===== src/rtl/cke_pwr_pkg.sv =====
package cke_pwr_pkg;

    typedef enum logic [2:0] {
        CMD_NOP   = 3'd0,
        CMD_DESEL = 3'd1,
        CMD_ACT   = 3'd2,
        CMD_READ  = 3'd3,
        CMD_WRITE = 3'd4,
        CMD_PRE   = 3'd5,
        CMD_AREF  = 3'd6,
        CMD_MRS   = 3'd7
    } dram_cmd_e;

    typedef enum logic [2:0] {
        PS_IDLE   = 3'd0,
        PS_ACTIVE = 3'd1,
        PS_PPD    = 3'd2,
        PS_APD    = 3'd3,
        PS_SREF   = 3'd4
    } pwr_state_e;

    typedef enum logic [1:0] {
        CKE_LL = 2'b00,
        CKE_LH = 2'b01,
        CKE_HL = 2'b10,
        CKE_HH = 2'b11
    } cke_pair_e;

    typedef struct packed {
        pwr_state_e nxt;
        logic       bad;
        logic       sref_exit;
    } pwr_step_t;

    function automatic logic is_quiet_cmd(dram_cmd_e c);
        return (c == CMD_NOP) || (c == CMD_DESEL);
    endfunction

    function automatic logic is_run_state(pwr_state_e s);
        return (s == PS_IDLE) || (s == PS_ACTIVE);
    endfunction

    function automatic pwr_state_e follow_banks(logic open);
        return open ? PS_ACTIVE : PS_IDLE;
    endfunction

endpackage


===== src/rtl/cke_edge_tracker.sv =====
module cke_edge_tracker
    import cke_pwr_pkg::*;
(
    input  logic      clk,
    input  logic      rst,
    input  logic      cke,
    output cke_pair_e pair
);
    logic cke_prev;

    always_ff @(posedge clk) begin
        if (rst) cke_prev <= 1'b0;
        else     cke_prev <= cke;
    end

    assign pair = cke_pair_e'({cke_prev, cke});


    prev_follow_chk: assert property (@(posedge clk) disable iff (rst)
        cke |=> (pair == CKE_HL || pair == CKE_HH));
endmodule


===== src/rtl/exit_window_timer.sv =====
module exit_window_timer #(
    parameter int CYCLES = 10
) (
    input  logic clk,
    input  logic rst,
    input  logic load,
    output logic busy
);
    localparam int CNT_W = $clog2(CYCLES + 1);

    logic [CNT_W-1:0] count;

    always_ff @(posedge clk) begin
        if (rst)                count <= '0;
        else if (load)          count <= CNT_W'(CYCLES);
        else if (count != '0)   count <= count - 1'b1;
    end

    assign busy = (count != '0);


    load_full_chk: assert property (@(posedge clk) disable iff (rst)
        load |=> (count == CNT_W'(CYCLES)));


    count_down_chk: assert property (@(posedge clk) disable iff (rst)
        (!load && busy) |=> (count == $past(count) - 1'b1));
endmodule


===== src/rtl/pwr_state_core.sv =====
module pwr_state_core
    import cke_pwr_pkg::*;
(
    input  logic       clk,
    input  logic       rst,
    input  cke_pair_e  pair,
    input  dram_cmd_e  cmd,
    input  logic       bank_open,
    input  logic       recov_busy,
    input  logic       lock_busy,
    output pwr_state_e state,
    output logic       err,
    output logic       sref_exit
);
    pwr_step_t step;
    logic      quiet;
    logic      run;
    logic      window_bad;

    assign quiet      = is_quiet_cmd(cmd);
    assign run        = is_run_state(state);
    assign window_bad = (recov_busy && !quiet) || (lock_busy && cmd == CMD_READ);

    always_comb begin
        step.nxt       = state;
        step.bad       = 1'b0;
        step.sref_exit = 1'b0;
        unique case (pair)
            CKE_HH: begin
                if (run) begin
                    step.nxt = follow_banks(bank_open);
                    step.bad = window_bad;
                end else begin
                    step.bad = 1'b1;
                end
            end
            CKE_LL: begin
                if (run) begin
                    step.nxt = follow_banks(bank_open);
                    step.bad = window_bad;
                end
            end
            CKE_LH: begin
                if (run) begin
                    step.nxt = follow_banks(bank_open);
                    step.bad = window_bad;
                end else begin
                    step.bad = !quiet;
                    unique case (state)
                        PS_PPD:  step.nxt = PS_IDLE;
                        PS_APD:  step.nxt = PS_ACTIVE;
                        default: begin
                            step.nxt       = PS_IDLE;
                            step.sref_exit = 1'b1;
                        end
                    endcase
                end
            end
            default: begin
                if (!run) begin
                    step.bad = 1'b1;
                end else if (quiet) begin
                    step.nxt = bank_open ? PS_APD : PS_PPD;
                end else if (cmd == CMD_AREF && !bank_open && !recov_busy) begin
                    step.nxt = PS_SREF;
                end else begin
                    step.nxt = follow_banks(bank_open);
                    step.bad = 1'b1;
                end
            end
        endcase
    end

    assign sref_exit = step.sref_exit;

    always_ff @(posedge clk) begin
        if (rst) begin
            state <= PS_IDLE;
            err   <= 1'b0;
        end else begin
            state <= step.nxt;
            err   <= step.bad;
        end
    end


    sref_hold_chk: assert property (@(posedge clk) disable iff (rst)
        (state == PS_SREF && pair == CKE_LL) |=> (state == PS_SREF && !err));


    apd_exit_chk: assert property (@(posedge clk) disable iff (rst)
        (state == PS_APD && pair == CKE_LH) |=> (state == PS_ACTIVE));


    recov_cmd_chk: assert property (@(posedge clk) disable iff (rst)
        (recov_busy && run && pair == CKE_HH && cmd == CMD_ACT) |=> err);


    lock_read_chk: assert property (@(posedge clk) disable iff (rst)
        (lock_busy && run && pair == CKE_HH && cmd == CMD_READ) |=> err);


    sref_entry_chk: assert property (@(posedge clk) disable iff (rst)
        (run && pair == CKE_HL && cmd == CMD_AREF && !bank_open && !recov_busy)
            |=> (state == PS_SREF && !err));
endmodule


===== src/rtl/cke_pwr_tracker.sv =====
module cke_pwr_tracker
    import cke_pwr_pkg::*;
#(
    parameter int RECOV_CYC = 10,
    parameter int LOCK_CYC  = 200
) (
    input  logic       clk,
    input  logic       rst,
    input  logic       cke,
    input  logic [2:0] cmd,
    input  logic       bank_open,
    output logic [2:0] pwr_state,
    output logic       err,
    output logic       rd_ok
);
    cke_pair_e  pair;
    pwr_state_e state;
    logic       sref_exit;
    logic       recov_busy;
    logic       lock_busy;

    cke_edge_tracker u_edge (
        .clk  (clk),
        .rst  (rst),
        .cke  (cke),
        .pair (pair)
    );

    exit_window_timer #(.CYCLES(RECOV_CYC)) u_recov (
        .clk  (clk),
        .rst  (rst),
        .load (sref_exit),
        .busy (recov_busy)
    );

    exit_window_timer #(.CYCLES(LOCK_CYC)) u_lock (
        .clk  (clk),
        .rst  (rst),
        .load (sref_exit),
        .busy (lock_busy)
    );

    pwr_state_core u_core (
        .clk        (clk),
        .rst        (rst),
        .pair       (pair),
        .cmd        (dram_cmd_e'(cmd)),
        .bank_open  (bank_open),
        .recov_busy (recov_busy),
        .lock_busy  (lock_busy),
        .state      (state),
        .err        (err),
        .sref_exit  (sref_exit)
    );

    assign pwr_state = state;
    assign rd_ok     = is_run_state(state) && !recov_busy && !lock_busy;


    rd_after_exit_chk: assert property (@(posedge clk) disable iff (rst)
        sref_exit |=> !rd_ok);


    sref_exit_idle_chk: assert property (@(posedge clk) disable iff (rst)
        sref_exit |=> (pwr_state == 3'd0));
endmodule


===== config.mk =====
export PLATFORM = sky130hd
export DESIGN_NAME = cke_pwr_tracker
export DESIGN_NICKNAME = d
export VERILOG_FILES = /design/src/rtl/cke_pwr_pkg.sv /design/src/rtl/cke_edge_tracker.sv /design/src/rtl/exit_window_timer.sv /design/src/rtl/pwr_state_core.sv /design/src/rtl/cke_pwr_tracker.sv
export SDC_FILE = /design/constraint.sdc
export NUM_CORES = 1
export LEC_CHECK = 0
export BUFFER_PORTS_ARGS = -buffer_cell sky130_fd_sc_hd__buf_2
export CORE_ASPECT_RATIO = 0.9
export CORE_UTILIZATION = 48
export CTS_CLUSTER_SIZE = 24
export DETAILED_ROUTE_END_ITERATION = 16
export PLACE_DENSITY = 0.72
export SETUP_SLACK_MARGIN = 0.1
export SYNTH_ARGS = -nofsm -noshare
export SYNTH_HDL_FRONTEND = slang
export SYNTH_SLANG_ARGS = --single-unit

===== constraint.sdc =====
create_clock -name clk -period 1.7 [get_ports clk]
set_input_delay 0.34 -clock clk [delete_from_list [all_inputs] [get_ports clk]]
set_output_delay 0.34 -clock clk [all_outputs]
set_load 0.02 [all_outputs]

# Yosys cells after proc, flatten, opt, wreduce, memory -nomap -nowiden

Index checks and enable logic that the tools add are counted.

Register bits: 17
Bits of input ports: 7
Output and inout bits: 5

Add/subtract/negate cells: 2
Equal/unequal tests: 10
Multiplexer cells: 21
Reduce and logical (&&, ||, !) cells: 24

Operator list:

| kind                                                   | number |
|---|---|
| 2-to-1 mux 4 bit                                       | 4 |
| 2-to-1 mux 8 bit                                       | 2 |
| 2-to-1 mux 3 bit                                       | 4 |
| case mux 4 bit (3 select lines)                        | 1 |
| 2-to-1 mux 1 bit                                       | 10 |
| == test 3 x 2 -> 1 bit (second input constant)         | 3 |
| nonzero test 8 bit                                     | 1 |
| subtractor 8 x 1 -> 8 bit (second input constant)      | 1 |
| == test 3 x 1 -> 1 bit (second input constant)         | 2 |
| logical AND 1 bit                                      | 6 |
| zero test 3 bit                                        | 2 |
| nonzero test 2 bit                                     | 3 |
| zero test 1 bit                                        | 4 |
| inequality test 2 x 1 -> 1 bit (second input constant) | 2 |
| nonzero test 4 bit                                     | 1 |
| OR reduction 2 bit                                     | 2 |
| subtractor 4 x 1 -> 4 bit (second input constant)      | 1 |
| == test 3 bit (second input constant)                  | 1 |
| logical OR 1 bit                                       | 3 |
| AND reduction 3 bit                                    | 1 |
| == test 2 x 1 -> 1 bit (second input constant)         | 1 |
| == test 2 bit (second input constant)                  | 1 |
| zero test 2 bit                                        | 1 |

# Logic depth before layout (Yosys ltp)

Gate-level depths: netlist of run 1.

Word-level depth: 7
Gate-level depth with buffers: 6

# By module

From an unflattened synthesis of run 1, not the netlist that was laid out.

Cell total of the unflattened synthesis: 94
Area, all modules: 908.4 um^2

By module, submodules not included:

| module                      | times used | cells an instance | area each (um^2) |
|---|---|---|---|
| exit_window_timer (u_lock)  | 1          | 46                | 449.2 |
| pwr_state_core              | 1          | 25                | 231.5 |
| exit_window_timer (u_recov) | 1          | 18                | 166.4 |
| cke_edge_tracker            | 1          | 4                 | 48.8 |
| cke_pwr_tracker             | 1          | 1                 | 12.5 |

# Worst setup path before layout of run 1

No wires, ideal clock.

Kind: reg2out
Start: register u_lock.count[0]
End: output port rd_ok
Data arrival time: 1.357 ns
Required time: 1.360 ns
Setup slack: 0.003 ns
Stages on the path, launching flop included: 6
Buffers on the path: 0
Cell sequence: dfxtp_1 > inv_1 > ha_1 > nor3b_2 > nand2_1 > nor2_1

Cells in the longest elaborated chain, start to end: 3

RTL lines:

| what                     | RTL line                | source |
|---|---|---|
| start: declaration       | exit_window_timer.sv:11 | `logic [CNT_W-1:0] count;` |
| start signal: assignment | exit_window_timer.sv:15 | `else if (load) count <= CNT_W'(CYCLES);` |
| start signal: assignment | exit_window_timer.sv:16 | `else if (count != '0) count <= count - 1'b1;` |
| nonzero test 8 bit       | exit_window_timer.sv:19 | `assign busy = (count != '0);` |
| zero test 1 bit          | cke_pwr_tracker.sv:57   | `assign rd_ok = is_run_state(state) && !recov_busy && !lock_busy;` |
| logical AND 1 bit        | cke_pwr_tracker.sv:57   |  |
| end: declaration         | cke_pwr_tracker.sv:14   | `output logic rd_ok` |

No other way between the ends.

# Worst setup path after layout of run 1

Start: register u_lock.count[1]
End: output port rd_ok

Same word-level chain as after synthesis.

==> flow_metrics.env, run 1 <==
export IMPL_post_synth_top_count_cell="dfxtp_1"
export IMPL_slew_headroom_pct=75.79
export IMPL_yosys_cell_types_count=32
export IMPL_gr_usage_all_layers_pct=21.71
export IMPL_min_path_type="input pin to register"
export IMPL_worst_slew_pin_slew_ns=0.3583
export IMPL_path_class="register to primary output"
export IMPL_die_area_um2=1863
export IMPL_start_util_pct=53.76
export IMPL_layout_drive_gt1_share_pct=37.61
export IMPL_yosysWarningCount=0
export IMPL_p_per_area_nw_per_um2=1637
export IMPL_critPathLaunchType="register"
export IMPL_synth_ff_type="dfxtp_1"
export IMPL_clkLatencyLatePin_ns=0.29
export IMPL_r2r_start="u_lock.count[0]"
export IMPL_io_buffers=11
export IMPL_post_place_ws_ns=-0.007269
export IMPL_postSynthAreaPerCell_um2=8.937
export IMPL_grt_max_degree=13
export IMPL_clock_sinks=17
export IMPL_yosysSeqAreaShare_pct=41.85
export IMPL_synth_edf_count=0
export IMPL_p_leak_nw=0.4263
export IMPL_r2r_cells=7
export IMPL_drt_iter0_markers=27
export IMPL_grt_pass1_vias=605
export IMPL_dr_pass1_iters=4
export IMPL_worstPathArrival_ns=1.37
export IMPL_diodes=0
export IMPL_netlist_area_um2=813.3
export IMPL_fp_dieW_um=45.39
export IMPL_wl_per_cell_um=14.09
export IMPL_utilization_pct=70.80
export IMPL_worstSetupStartpoint="u_lock.count[1]"
export IMPL_fill_cells=116
export IMPL_period_needed_ns=1.709
export IMPL_rsz0062_at_grt="true"
export IMPL_ys_ff_latch=17
export IMPL_path_cells="inv_2 -> ha_4 -> nor3b_4 -> nand2_2 -> nor2_4 -> buf_6"
export IMPL_async_flop_share_pct=0
export IMPL_synth_common_cells="17 x dfxtp_1, 11 x a21oi_1, 9 x nor2_1"
export IMPL_critical_path_slowest_cell="dfxtp_2"
export IMPL_io_pins=12
export IMPL_cp_max_fo=2
export IMPL_totalWireLength_um=1959
export IMPL_clkTransAtPathRegs_ns=0.09
export IMPL_max_clock_freq_mhz=585.3
export IMPL_grt_antenna_before_repair=0
export IMPL_worst_path_largest_cell_delay_ns=0.33
export IMPL_fin_crit_sh_pct=100.5
export IMPL_min_from="bank_open"
export IMPL_cts_made_buffers=3
export IMPL_gp_congestion=0.8212
export IMPL_hold_depth=3
export IMPL_num_rows=13
export IMPL_holdBufCountCts=0
export IMPL_dp_hpwl_um=1169
export IMPL_violations="setup timing"
export IMPL_cts_buffer_depth=2
export IMPL_synth_top_area_cell="dfxtp_1"
export IMPL_cp_required_ns=1.36
export IMPL_grt_pass1_wl_um=2697
export IMPL_root_buffer="clkbuf_4"
export IMPL_die_h_um=41.05
export IMPL_vias=777
export IMPL_cts_tree="done"
export IMPL_viasPerCell=5.590
export IMPL_h_tree_depth=1
export IMPL_slew_violations=0
export IMPL_area_growth_syn_to_layout_pct=31.69
export IMPL_ir_drop_mv=1.167
export IMPL_holdWs_ns=0.2918
export IMPL_route_detailed_drc=0
export IMPL_worst_slack_ns=-0.008551
export IMPL_syn_num_nets=99
export IMPL_layout_nets=126
export IMPL_endpoint_kind="primary output"
export IMPL_synth_top_area_share_pct=41.85
export IMPL_core_area_um2=1513
export IMPL_status="finished, violations left"
export IMPL_ant_nets=0
export IMPL_synth_cells=91
export IMPL_total_power_w=0.001753
export IMPL_clock_skew_ns=0.001256
export IMPL_yosys_top_cells_area="dfxtp_1 42%, a21oi_1 6.8%, nor4_4 5.2%"
export IMPL_setup_viol=1
export IMPL_cap_viol_max_count=0
export IMPL_overflow=0
export IMPL_hold_violations=0
[flip-flops by register name, summed over array words and instances (netlist names)]
register,count
u_core.err,1
u_edge.cke_prev,1
u_core.state,3
u_lock.count,8
u_recov.count,4
[layer usage]
layer / wire, um / share of wire (%) / global-route usage (%)
met1: 881 / 45 / 28.08
met2: 940 / 48 / 33.57
met3: 109 / 5.6 / 7.930
met4: 27 / 1.4 / 6.818
met5: 0 / 0 / 0
[kinds of logic after synthesis]
kind of cell    count (synthesis)  share of synthesized area (%)
simple gates                   43                          33.23
compound gates                 21                          16.15
flops                          17                          41.85
xor+xnor                        5                          5.386
buf+inv                         4                          1.846
fa+ha+maj                       1                          1.538
[worst max-delay path, delay by kind of cell, from the launching register on]
kind                     cells  cell delay [ns]
flip-flops                   1             0.33
buffers and inverters        2             0.19
adder cells (fa/ha/maj)      1             0.14
AND/OR/NAND/NOR              3             0.42
[worst paths after layout]
path,endpoint,slack [ns]
setup / recovery,rd_ok,-0.009
hold / removal,u_core.state[0],0.29
setup reg to reg,u_lock.count[3],0.10
hold reg to reg,u_recov.count[0],0.50
[power by group]
group | switching, W | total, W | leakage, nW | internal [W]
clock network | 0.000125 | 0.000213 | 0.0177 | 0.0000876
logic | 0.000462 | 0.000963 | 0.267 | 0.000500
registers | 0.0000974 | 0.000578 | 0.141 | 0.000481
[layout by cell type (no fill, tap or decap), types with 2 or more instances in the layout]
cell / count
a21oi_1: 11
nor2_1: 7
o21ai_0: 3
nor3_1: 7
xor2_1: 2
buf_4: 12
nor4_4: 2
nand3b_1: 3
clkbuf_4: 3
nand2b_1: 3
dfxtp_1: 12
o31ai_1: 2
xnor2_1: 3
buf_2: 10
dfxtp_2: 4
nand2_1: 6
nand2_2: 2
[repair_timing]
item | in CTS | in global routing
hold endpoints to repair | 0 | 0
setup buffers | 4 | 3
resized for setup | 10 | 7
setup endpoints to repair | 1 | 2
pin swaps | 3 | 2
[cell type report]
type | count | area, um^2 | share of cell area [%]
Clock inverter | 1 | 5.005 | 0.4673
Timing Repair Buffer | 23 | 151.4 | 14.14
Sequential cell | 17 | 349.1 | 32.59
Multi-Input combinational cell | 70 | 501.7 | 46.85
Inverter | 3 | 13.76 | 1.285
Tap cell | 22 | 27.53 | 2.570
Clock buffer | 3 | 22.52 | 2.103
[through the flow]
step                instance area [um^2]   TNS (ns)  cells
floorplan                          820.8          0     91
global placement                   937.1          0    128
detailed placement                 937.1  -0.007269    128
CTS                                 1025          0    136
global route                        1071   -0.06490    139
finish                              1071  -0.008551    139
Power figures use the tool's default switching activity.
==> run 2, diff against run 1 <==
Settings changed: CORE_UTILIZATION 48 to 45, PLACE_DENSITY 0.72 to 0.78.
==> flow_metrics.env, run 2 (synthesized netlist as in run 1, its figures left out) <==
export IMPL_cts_tree="done"
export IMPL_critPathLaunchType="register"
export IMPL_dp_hpwl_um=1270
export IMPL_cts_buffer_depth=2
export IMPL_h_tree_depth=1
export IMPL_io_pins=12
export IMPL_overflow=0
export IMPL_num_rows=14
export IMPL_grt_antenna_before_repair=0
export IMPL_layout_common_cells="14 x buf_4, 14 x dfxtp_1, 10 x a21oi_1, 10 x buf_2"
export IMPL_slew_headroom_pct=76.09
export IMPL_core_area_um2=1682
export IMPL_totalWireLength_um=1958
export IMPL_cap_viol_max_count=0
export IMPL_grt_pass1_vias=724
export IMPL_wl_per_cell_um=13.69
export IMPL_diodes=0
export IMPL_dr_pass1_iters=4
export IMPL_area_growth_syn_to_layout_pct=33.23
export IMPL_p_per_area_nw_per_um2=1662
export IMPL_violations="setup timing"
export IMPL_clock_sinks=17
export IMPL_hold_violations=0
export IMPL_worst_slew_pin_slew_ns=0.3538
export IMPL_vias=774
export IMPL_grt_max_degree=13
export IMPL_start_util_pct=48.36
export IMPL_gr_usage_all_layers_pct=21.56
export IMPL_cp_max_fo=2
export IMPL_worstPathArrival_ns=1.40
export IMPL_grt_pass1_wl_um=3001
export IMPL_route_detailed_drc=0
export IMPL_clock_skew_ns=0.0006909
export IMPL_cts_made_buffers=3
export IMPL_worst_slack_ns=-0.03795
export IMPL_root_buffer="clkbuf_4"
export IMPL_fp_dieW_um=46.81
export IMPL_p_leak_nw=0.4290
export IMPL_rsz0062_at_grt="true"
export IMPL_cp_required_ns=1.36
export IMPL_die_area_um2=1981
export IMPL_gp_congestion=0.8085
export IMPL_fin_area_um2=1084
export IMPL_placedInstanceArea_um2=947.2
export IMPL_rrSetupSlack_ns=0.01
export IMPL_period_needed_ns=1.738
export IMPL_max_clock_freq_mhz=575.4
export IMPL_holdBufCountCts=0
export IMPL_die_h_um=42.33
export IMPL_ir_drop_mv=1.036
export IMPL_min_path_type="input pin to register"
export IMPL_layout_nets=128
export IMPL_viasPerCell=5.413
export IMPL_layout_drive_gt1_share_pct=38.66
export IMPL_drt_iter0_markers=25
export IMPL_largest_registers="u_lock.count x8, u_recov.count x4, u_core.state x3"
export IMPL_dp_cells=131
export IMPL_fin_crit_sh_pct=102.2
export IMPL_finalNonFillerCells=143
export IMPL_largest_reg_flops=8
export IMPL_utilization_pct=64.43
export IMPL_setup_viol=1
export IMPL_endpoint_kind="primary output"
export IMPL_clkTransAtPathRegs_ns=0.09
export IMPL_path_class="register to primary output"
export IMPL_ant_nets=0
export IMPL_status="finished, violations left"
export IMPL_clkLatencyLatePin_ns=0.29
export IMPL_registers_top_by_ff_count="u_lock.count"
export IMPL_slew_violations=0
export IMPL_io_buffers=11
-- run 2: cell type report --
type | instances | area, um^2
multi-input combinational | 70 | 505.5
timing repair buffer | 25 | 166.4
tap | 24 | 30.03
sequential | 17 | 344.1
clock buffer | 4 | 26.28
inverter | 3 | 11.26
fill | 144 | 598.1
-- run 2: per-layer routing --
layer / wire length (um) / global-route usage [%] / share of wire [%]
met1: 837 / 25.27 / 43
met5: 0 / 0 / 0
met3: 90 / 7.759 / 4.6
met4: 35 / 5.143 / 1.8
met2: 994 / 36.39 / 51
-- run 2: critical path, cell delays in order, from the launching register on --
cell and delay [ns]:
dfxtp_2 0.35, inv_2 0.07, ha_4 0.13, nor3b_4 0.22, nand2_2 0.12, nor2_4 0.10, buf_6 0.12
-- run 2: power breakdown --
part | switching, W | internal, W | leakage (nW)
Clock | 0.000121 | 0.0000913 | 0.0150
Sequential | 0.0000958 | 0.000482 | 0.140
Combinational | 0.000460 | 0.000551 | 0.274
Total | 0.000677 | 0.00112 | 0.429
-- run 2: final timing paths --
path | end | startpoint | cells after the start
max reg2reg | u_core.err | u_lock.count[1] | 9
max | rd_ok | u_lock.count[1] | 6
min | u_core.state[0] | bank_open | 3
min reg2reg | u_core.state[0] | u_core.state[0] | 2
-- run 2: what timing repair did --
item	4_1_cts	5_1_grt
gates resized for setup	11	4
setup buffers	6	2
endpoints found under the hold margin	0	0
setup endpoints to repair	4	4
pin swaps	5	2
-- run 2: stage by stage --
step	power (W)	hold WS, ns	TNS (ns)	worst slack, ns
6_report	0.001801	0.2993	-0.03795	-0.03795
5_1_grt	0.001907	0.2914	-0.1220	-0.1020
4_1_cts	0.001684	0.2884	0	0.01023
3_5_place_dp	0.001272	0.4741	0	0.06267
3_3_place_gp	0.001254	0.4690	0	0.1392
2_1_floorplan	0.001054	0.4116	0	0.1009
==> run 3, diff against run 2 <==
==> constraint.sdc (replaced) <==
create_clock -name clk -period 1.7 [get_ports clk]
set_input_delay 0.425 -clock clk [delete_from_list [all_inputs] [get_ports clk]]
set_output_delay 0.425 -clock clk [all_outputs]
set_load 0.02 [all_outputs]
==> flow_metrics.env, run 3 (synthesized netlist as in run 1, its figures left out) <==
export IMPL_endpoint_kind="primary output"
export IMPL_worst_path_largest_cell_delay_ns=0.34
export IMPL_start_util_pct=48.36
export IMPL_ant_nets=0
export IMPL_diodes=0
export IMPL_holdBufCountCts=0
export IMPL_clock_sinks=17
export IMPL_critPathLaunchType="register"
export IMPL_largest_registers="u_lock.count x8, u_recov.count x4, u_core.state x3"
export IMPL_route_detailed_drc=0
export IMPL_layout_common_cells="15 x dfxtp_1, 11 x a21oi_1, 10 x buf_2, 9 x buf_4, 8 x nor2_1"
export IMPL_fin_crit_sh_pct=105.9
export IMPL_worstPathArrival_ns=1.38
export IMPL_root_buffer="clkbuf_4"
export IMPL_totalWireLength_um=1935
export IMPL_dr_pass1_iters=4
export IMPL_num_rows=14
export IMPL_io_pins=12
export IMPL_worst_slew_pin_slew_ns=0.2958
export IMPL_path_delay_family="simple AND/OR/NAND/NOR gates"
export IMPL_wl_per_cell_um=14.02
export IMPL_critical_path_slowest_cell="dfxtp_2"
export IMPL_grt_pass1_wl_um=2994
export IMPL_finalNonFillerCells=138
export IMPL_dp_hpwl_um=1330
export IMPL_hold_violations=0
export IMPL_path_class="register to primary output"
export IMPL_rsz0062_at_grt="true"
export IMPL_p_leak_nw=0.4080
export IMPL_vias=769
export IMPL_min_path_type="input pin to register"
export IMPL_slew_violations=0
export IMPL_io_buffers=11
export IMPL_grt_pass1_vias=678
export IMPL_cp_max_fo=2
export IMPL_clkTransAtPathRegs_ns=0.11
export IMPL_clock_skew_ns=0.009019
export IMPL_cts_made_buffers=3
export IMPL_gp_congestion=0.8481
export IMPL_worst_slack_ns=-0.1009
export IMPL_slew_headroom_pct=80.01
export IMPL_dp_cells=131
export IMPL_cap_viol_max_count=0
export IMPL_cts_tree="done"
export IMPL_grt_antenna_before_repair=0
export IMPL_area_growth_syn_to_layout_pct=27.85
export IMPL_layout_commonest_cell="dfxtp_1"
export IMPL_layout_nets=123
export IMPL_layout_drive_gt1_share_pct=32.46
export IMPL_die_h_um=42.33
export IMPL_die_area_um2=1981
export IMPL_fill_cells=151
export IMPL_path_cells="inv_2 -> ha_4 -> nor3b_4 -> nand2_2 -> nor2_4 -> buf_6"
export IMPL_critPathBufInv=2
export IMPL_overflow=0
export IMPL_clkLatencyLatePin_ns=0.30
export IMPL_violations="setup timing"
export IMPL_setup_viol=1
export IMPL_ff_latch_area_um2=342.8
export IMPL_h_tree_depth=1
export IMPL_period_needed_ns=1.801
export IMPL_viasPerCell=5.572
export IMPL_cp_required_ns=1.27
export IMPL_gr_usage_all_layers_pct=21.52
export IMPL_drt_iter0_markers=17
export IMPL_fp_dieW_um=46.81
export IMPL_max_clock_freq_mhz=555.3
export IMPL_core_area_um2=1682
export IMPL_multi_input_area_um2=499.2
export IMPL_registers_top_by_ff_count="u_lock.count"
export IMPL_cts_buffer_depth=2
export IMPL_p_per_area_nw_per_um2=1643
export IMPL_largest_reg_flops=8
export IMPL_grt_max_degree=13
export IMPL_status="finished, violations left"
export IMPL_ir_drop_mv=0.8626
export IMPL_post_place_ws_ns=0.02890
## run 3: cell types whose count changed in the layout (fill, tap and decap cells not counted), sizes merged
cell | before | now
buf | 25 | 20
clkbuf | 4 | 3
clkinv | 0 | 1
## run 3: worst paths after layout
path / cells past startpoint / slack [ns] / end / start
worst max register to register: 6 / 0.16 / u_lock.count[5] / u_lock.count[0]
worst min-delay path: 3 / 0.38 / u_core.state[0] / bank_open
worst min register to register: 2 / 0.53 / u_core.state[0] / u_core.state[0]
worst max-delay path: 6 / -0.10 / rd_ok / u_lock.count[0]
## run 3: routing by layer
layer  global-route usage (%)  vias up  routed length, um
met4                    8.000        0                 51
met2                    33.06       18                977
li1                         -      376                  -
met1                    26.74      369                838
met3                    8.190        6                 67
met5                        0        -                  0
## run 3: timing repair
item / in CTS / in global routing
pin swaps: 0 / 2
endpoints found under the setup margin: 3 / 3
endpoints found under the hold margin: 0 / 0
gates resized for setup: 7 / 1
setup buffers: 3 / 0
## run 3: power by group
| part | internal [W] | total (W) | switching [W] | leakage [nW] |
|---|---|---|---|---|
| registers | 0.000482 | 0.000580 | 0.0000975 | 0.140 |
| clock network | 0.0000877 | 0.000223 | 0.000135 | 0.0177 |
| logic | 0.000464 | 0.000906 | 0.000442 | 0.251 |
| total | 0.00103 | 0.00171 | 0.000675 | 0.408 |
## run 3: layout make-up
cell class	count	share of cell area [%]
clock buffers	3	2.166
repair buffers	20	12.39
clock inverters	1	0.4813
well taps	24	2.888
inverters	3	1.083
flip-flops and latches	17	32.97
multi-input cells	70	48.01
## run 3: stage by stage
stage	hold WS, ns	setup TNS (ns)	area [um^2]	util, %	power (W)
2_1_floorplan	0.4860	0	832.0	-	0.001081
3_3_place_gp	0.4689	0	958.4	56.99	0.001276
3_5_place_dp	0.5212	0	958.4	56.99	0.001301
4_1_cts	0.3858	-0.07278	1039	61.76	0.001667
5_1_grt	0.4001	-0.1771	1040	61.83	0.001807
6_report	0.3781	-0.1009	1040	61.83	0.001709
## run 3: worst register-to-register path, stage by stage, from the launching register on
cell and delay, ns:
dfxtp_2 0.35, inv_2 0.05, ha_4 0.15, nor3b_4 0.15, buf_4 0.16, or4_1 0.47
a21oi_1 0.15
